$ cat config.mk
export PLATFORM = sky130hd
export DESIGN_NAME = i2c_cmd_pointer
export DESIGN_NICKNAME = d
export VERILOG_FILES = /design/src/rtl/i2cptr_pkg.sv /design/src/rtl/i2cptr_classify.sv /design/src/rtl/i2cptr_step.sv /design/src/rtl/i2cptr_ctrl.sv /design/src/rtl/i2c_cmd_pointer.sv
export SDC_FILE = /design/constraint.sdc
export NUM_CORES = 1
export LEC_CHECK = 0
export BUFFER_PORTS_ARGS = -buffer_cell sky130_fd_sc_hd__buf_2
export CAP_MARGIN = 25
export CORE_MARGIN = 2
export CORE_UTILIZATION = 48
export CTS_CLUSTER_SIZE = 14
export DETAILED_ROUTE_END_ITERATION = 10
export PLACE_DENSITY = 0.75
export SYNTH_ARGS = -nofsm -noshare
export SYNTH_HDL_FRONTEND = slang
export SYNTH_SLANG_ARGS = --single-unit
$ cat constraint.sdc
create_clock -name clk -period 1.7 [get_ports clk]
set_input_delay 0.17 -clock clk [delete_from_list [all_inputs] [get_ports clk]]
set_output_delay 0.17 -clock clk [all_outputs]
set_load 0.05 [all_outputs]
$ cat src/rtl/i2cptr_pkg.sv
package i2cptr_pkg;
  typedef enum logic [1:0] {
    EV_ADDR = 2'd0,
    EV_DATA = 2'd1,
    EV_STOP = 2'd2
  } ev_kind_e;

  typedef enum logic [2:0] {
    PH_IDLE,
    PH_CMD,
    PH_WDATA,
    PH_RDATA,
    PH_DEAD
  } phase_e;

  typedef enum logic [1:0] {
    RC_NONE,
    RC_RO,
    RC_RW
  } reg_class_e;
endpackage

$ cat src/rtl/i2cptr_classify.sv
module i2cptr_classify
  import i2cptr_pkg::*;
#(
  parameter int CODE_W       = 7,
  parameter int BANK_CNT     = 5,
  parameter int GROUP_CNT    = 5,
  parameter int GROUP_STRIDE = 8,
  parameter int SINGLE_CNT   = 3
) (
  input  logic [CODE_W-1:0] code,
  output reg_class_e        cls
);
  localparam int CODE_CNT    = 2 ** CODE_W;
  localparam int SINGLE_BASE = GROUP_CNT * GROUP_STRIDE;

  function automatic logic code_ok(int c);
    if (c < SINGLE_BASE) return (c % GROUP_STRIDE) < BANK_CNT;
    return c < SINGLE_BASE + SINGLE_CNT;
  endfunction

  logic [CODE_CNT-1:0] legal_vec;
  logic [CODE_CNT-1:0] ro_vec;

  for (genvar c = 0; c < CODE_CNT; c++) begin : g_code
    assign legal_vec[c] = code_ok(c);
    assign ro_vec[c]    = (c < BANK_CNT);
  end

  always_comb begin
    if (!legal_vec[code])  cls = RC_NONE;
    else if (ro_vec[code]) cls = RC_RO;
    else                   cls = RC_RW;
  end
endmodule

$ cat src/rtl/i2cptr_step.sv
module i2cptr_step #(
  parameter int PTR_W        = 6,
  parameter int BANK_CNT     = 5,
  parameter int GROUP_CNT    = 5,
  parameter int GROUP_STRIDE = 8,
  parameter int SINGLE_CNT   = 3
) (
  input  logic [PTR_W-1:0] ptr,
  output logic [PTR_W-1:0] nxt
);
  localparam int OFF_W = $clog2(GROUP_STRIDE);
  localparam logic [PTR_W-1:0] S_BASE = PTR_W'(GROUP_CNT * GROUP_STRIDE);
  localparam logic [PTR_W-1:0] S_LAST = PTR_W'(GROUP_CNT * GROUP_STRIDE + SINGLE_CNT - 1);
  localparam logic [OFF_W-1:0] B_LAST = OFF_W'(BANK_CNT - 1);

  always_comb begin
    if (ptr < S_BASE) begin
      if (ptr[OFF_W-1:0] == B_LAST) nxt = {ptr[PTR_W-1:OFF_W], {OFF_W{1'b0}}};
      else                          nxt = ptr + PTR_W'(1);
    end else if (ptr == S_LAST) begin
      nxt = S_BASE;
    end else begin
      nxt = ptr + PTR_W'(1);
    end
  end
endmodule

$ cat src/rtl/i2cptr_ctrl.sv
module i2cptr_ctrl
  import i2cptr_pkg::*;
#(
  parameter int CMD_W = 8,
  parameter int PTR_W = 6
) (
  input  logic             clk,
  input  logic             rst_n,
  input  logic             in_valid,
  input  logic [1:0]       in_kind,
  input  logic             in_rnw,
  input  logic [CMD_W-1:0] in_data,
  input  reg_class_e       cmd_cls,
  input  reg_class_e       ptr_cls,
  input  logic [PTR_W-1:0] ptr_nxt,
  output logic [CMD_W-1:0] cmd_q,
  output logic             ack_valid,
  output logic             ack,
  output logic             wr_stb,
  output logic             rd_stb,
  output logic [PTR_W-1:0] acc_addr,
  output logic [CMD_W-1:0] wr_data
);
  localparam logic [CMD_W-1:0] CMD_RESET = CMD_W'(1) << (CMD_W - 1);

  phase_e           phase_q, phase_d;
  logic [CMD_W-1:0] cmd_d;
  logic             ackv_d, ack_d, wr_d, rd_d;
  logic [PTR_W-1:0] addr_d;
  logic [CMD_W-1:0] data_d;
  logic             ai;
  logic [PTR_W-1:0] ptr;

  assign ai  = cmd_q[CMD_W-1];
  assign ptr = cmd_q[PTR_W-1:0];

  always_comb begin
    phase_d = phase_q;
    cmd_d   = cmd_q;
    ackv_d  = 1'b0;
    ack_d   = 1'b0;
    wr_d    = 1'b0;
    rd_d    = 1'b0;
    addr_d  = acc_addr;
    data_d  = wr_data;
    if (in_valid) begin
      case (in_kind)
        EV_ADDR: phase_d = in_rnw ? PH_RDATA : PH_CMD;
        EV_STOP: phase_d = PH_IDLE;
        EV_DATA: begin
          case (phase_q)
            PH_CMD: begin
              ackv_d = 1'b1;
              if (cmd_cls != RC_NONE) begin
                ack_d   = 1'b1;
                cmd_d   = in_data;
                phase_d = PH_WDATA;
              end else begin
                phase_d = PH_DEAD;
              end
            end
            PH_WDATA: begin
              ackv_d = 1'b1;
              addr_d = ptr;
              if (ptr_cls == RC_RW) begin
                ack_d  = 1'b1;
                wr_d   = 1'b1;
                data_d = in_data;
              end
              if (ai) cmd_d[PTR_W-1:0] = ptr_nxt;
            end
            PH_RDATA: begin
              rd_d   = 1'b1;
              addr_d = ptr;
              if (ai) cmd_d[PTR_W-1:0] = ptr_nxt;
            end
            PH_DEAD: ackv_d = 1'b1;
            default: ;
          endcase
        end
        default: ;
      endcase
    end
  end

  always_ff @(posedge clk) begin
    if (!rst_n) begin
      phase_q   <= PH_IDLE;
      cmd_q     <= CMD_RESET;
      ack_valid <= 1'b0;
      ack       <= 1'b0;
      wr_stb    <= 1'b0;
      rd_stb    <= 1'b0;
      acc_addr  <= '0;
      wr_data   <= '0;
    end else begin
      phase_q   <= phase_d;
      cmd_q     <= cmd_d;
      ack_valid <= ackv_d;
      ack       <= ack_d;
      wr_stb    <= wr_d;
      rd_stb    <= rd_d;
      acc_addr  <= addr_d;
      wr_data   <= data_d;
    end
  end
endmodule

$ cat src/rtl/i2c_cmd_pointer.sv
module i2c_cmd_pointer
  import i2cptr_pkg::*;
#(
  parameter int CMD_W        = 8,
  parameter int PTR_W        = 6,
  parameter int BANK_CNT     = 5,
  parameter int GROUP_CNT    = 5,
  parameter int GROUP_STRIDE = 8,
  parameter int SINGLE_CNT   = 3
) (
  input  logic             clk,
  input  logic             rst_n,
  input  logic             in_valid,
  input  logic [1:0]       in_kind,
  input  logic             in_rnw,
  input  logic [CMD_W-1:0] in_data,
  output logic             ack_valid,
  output logic             ack,
  output logic             wr_stb,
  output logic             rd_stb,
  output logic [PTR_W-1:0] acc_addr,
  output logic [CMD_W-1:0] wr_data
);
  localparam int CODE_W = CMD_W - 1;

  logic [CMD_W-1:0] cmd_q;
  logic [PTR_W-1:0] ptr_nxt;
  reg_class_e       cmd_cls, ptr_cls;

  i2cptr_classify #(
    .CODE_W(CODE_W), .BANK_CNT(BANK_CNT), .GROUP_CNT(GROUP_CNT),
    .GROUP_STRIDE(GROUP_STRIDE), .SINGLE_CNT(SINGLE_CNT)
  ) u_cls_cmd (
    .code(in_data[CODE_W-1:0]),
    .cls (cmd_cls)
  );

  i2cptr_classify #(
    .CODE_W(CODE_W), .BANK_CNT(BANK_CNT), .GROUP_CNT(GROUP_CNT),
    .GROUP_STRIDE(GROUP_STRIDE), .SINGLE_CNT(SINGLE_CNT)
  ) u_cls_ptr (
    .code(CODE_W'(cmd_q[PTR_W-1:0])),
    .cls (ptr_cls)
  );

  i2cptr_step #(
    .PTR_W(PTR_W), .BANK_CNT(BANK_CNT), .GROUP_CNT(GROUP_CNT),
    .GROUP_STRIDE(GROUP_STRIDE), .SINGLE_CNT(SINGLE_CNT)
  ) u_step (
    .ptr(cmd_q[PTR_W-1:0]),
    .nxt(ptr_nxt)
  );

  i2cptr_ctrl #(.CMD_W(CMD_W), .PTR_W(PTR_W)) u_ctrl (
    .clk      (clk),
    .rst_n    (rst_n),
    .in_valid (in_valid),
    .in_kind  (in_kind),
    .in_rnw   (in_rnw),
    .in_data  (in_data),
    .cmd_cls  (cmd_cls),
    .ptr_cls  (ptr_cls),
    .ptr_nxt  (ptr_nxt),
    .cmd_q    (cmd_q),
    .ack_valid(ack_valid),
    .ack      (ack),
    .wr_stb   (wr_stb),
    .rd_stb   (rd_stb),
    .acc_addr (acc_addr),
    .wr_data  (wr_data)
  );
endmodule

==> results.toml <==
[status]
status = "complete, no violations"

[worst_setup_path]
end_kind = "flop"
cp_common_cell = "ha_4"
worst-path-buf-inv = 1
crit_path_max_incr_delay_ps = 400
crit_path_start = "u_ctrl.cmd_q[1]$_SDFFE_PN0P_"
crit_type = "flop to flop"
required_ps = 1970
path_max_fanout = 4
arrival_ps = 1970
slowest_stage = "dfxtp_4"
cp-start-kind = "flop"
critPathTopFamily = "compound AO/OA/AOI/OAI gates"
path_cells = "ha_4 -> inv_2 -> ha_4 -> nor2b_4 -> mux2_4 -> a22oi_2 -> o21ai_1 -> a21oi_1"
r2r-start = "u_ctrl.cmd_q[1]$_SDFFE_PN0P_"

[die]
io_pins = 32
rows = 20
core-area_um2 = 3000
die-width_um = 59.7
initial_core_util_pct = 49.5
die_area_um2 = 3560
die_h_um = 59.7

[power_and_ir_drop]
ir_worst_vdd_mv = 0.575
powerDensity_nw_per_um2 = 613
p_leak_nw = 0.792
power.total_mw = 1.17

[timing]
slew_viol_final = 0
rsz0062_at_grt = "true"
slew_headroom_pct = 67.8
period_minus_slack_ps = 1700
setup_viol = 0
tightestPinTransition_ps = 481
finalCritPeriodShare_pct = 99.7
hold_violations = 0
fmax_mhz = 590
fin_worst_skew_ps = 3.02

[logic_synthesis]
synth_warnings = 0
ys.flop_type = "dfxtp_1"
syn_area_um2 = 1490
yosysTopAreaCell = "dfxtp_1"
syn_avg_cell_area_um2 = 8.35
netlist_top_cells_area = "dfxtp_1 38%, nand2_1 5.8%, a21oi_1 5.7%"
synthCells = 178
synth_edf_count = 0
async_flop_share_pct = 0
syn_nets = 198
yosysSeqAreaShare_pct = 37.7
synth-seq-cells = 28
synth_top_area_share_pct = 37.7
synth_cell_type_count = 48

[layout]
final_nets = 247
synthToLayoutAreaGrowth_pct = 28.5
stdcell_count = 259
drive_gt1_share_pct = 36.7
final_common_cell = "buf_2"
antenna_cells = 0
seq_area_um2 = 571
fillers = 237
multi_input_area_um2 = 912
design_area_um2 = 1910
final_cell_mix = "31 x buf_2, 24 x dfxtp_1, 23 x nand2_1"

[detailed_routing]
ant_nets = 0
vias_per_cell = 5.79
wl_per_cell_um = 14.7
totalWireLength_um = 3800
drt_iter0_drc = 44
drt_first_pass_iters = 4
drc = 0
vias = 1499

[placed_design]
dpl_cell_area_um2 = 1800
dp_cells = 251
io_buffers = 31
dp_hpwl_um = 2780
place.gp.congestion = 0.852

[hold_path]
min-delay-start = "in_data[7]"
min_path_type = "input port to flop"

[clock_network]
holdBufCountCts = 0
clk_latency_ps = 320
cts_buffers = 3
clkSinkCount = 28
cts.clk_slew.worst_paths_ps = 140
cts_buffer_depth = 2
ctsRootBufferMaster = "clkbuf_4"
cts_max_level = 1
cts_tree = "yes"

[global_routing]
antenna_found_initial = 0
grt_max_degree = 16
grt_overflow = 0
grt_pass1_vias = 1401
grt_first_pass_wirelength_um = 6230
track_usage_pct = 22.9

[job]
cap_viol_max_count = 0
-- path summary, 6_finish.rpt --
path	cells after the start	end	slack, ps
setup / recovery	8	u_ctrl.wr_data[3]$_SDFFE_PN0P_	5
hold / removal	3	u_ctrl.cmd_q[7]$_SDFFE_PN1P_	80
setup reg to reg	8	u_ctrl.wr_data[3]$_SDFFE_PN0P_	5
hold reg to reg	2	u_ctrl.acc_addr[2]$_SDFFE_PN0P_	470
-- metal layers --
metal / share of wire (%) / track usage (%)
met5: 0 / 0
met4: 1.8 / 9.84
met3: 4.4 / 2.16
met2: 51 / 38.2
met1: 43 / 29.9
-- repair_timing --
action,in CTS,in global routing
buffers inserted,2,1
cloned,1,0
endpoints found under the hold margin,0,0
gates resized for setup,4,13
setup endpoints to repair,9,13
pin swaps,3,10
-- synth_stat cells, drive strengths merged, types with 2 or more instances --
master,number
o211ai,2
nor3,5
or2,2
nand2,23
nand3,11
a22oi,4
or3b,2
ha,6
xor2,2
clkbuf,4
a21oi,20
mux2i,2
buf,6
dfxtp,28
o21ai,15
nor2,11
a211oi,3
nand2b,6
inv,8
-- metrics by stage --
step	TNS (ps)	setup WS, ps	hold slack, ps	util, %
finish	0	4.82	76.2	63.6
CTS	-11.9	-6.86	66.4	62.3
global route	-543	-79.3	74.9	63.6
global placement	-290	-43.0	406	59.8
detailed placement	-720	-88.6	421	59.8
floorplan	0	1.18	232	-
-- final cells by class --
type	count	area share, %
sequential	28	29.9
multi-input combinational	133	47.7
timing repair buffer	53	16.8
inverter	8	1.57
tap	33	2.16
clock buffer	4	1.90
-- cell families (layout without fill, tap and decap cells) --
kind of cell / count (synthesis) / count (layout) / synth area share [%]
AOI/OAI and AO/OA: 56 / 57 / 25.9
xor gates and xnor gates: 2 / 2 / 1.18
adders and majority gates: 6 / 6 / 5.05
buffers and inverters: 18 / 65 / 5.81
DFF: 28 / 28 / 37.7
muxes: 3 / 3 / 2.10
and+or+nand+nor: 65 / 65 / 22.2
-- power by group --
part	switching [mW]	leakage, nW	internal (mW)
clock network	0.185	0.0210	0.131
logic	0.103	0.543	0.0780
registers	0.0116	0.228	0.663
-- worst register-to-register path, cell delays in order (launching register included) --
cell and delay, ps:
dfxtp_4 400, ha_4 140, inv_2 40, ha_4 140, nor2b_4 110, mux2_4 290, a22oi_2 290, o21ai_1 110
a21oi_1 130
-- state kept, by name, indices dropped and copies added, names as in the netlist --
register,cells
u_ctrl.wr_stb,1
u_ctrl.acc_addr,6
u_ctrl.rd_stb,1
u_ctrl.ack,1
u_ctrl.wr_data,8
u_ctrl.ack_valid,1
u_ctrl.phase_q,3
u_ctrl.cmd_q,7
Power figures use the tool's default switching activity.
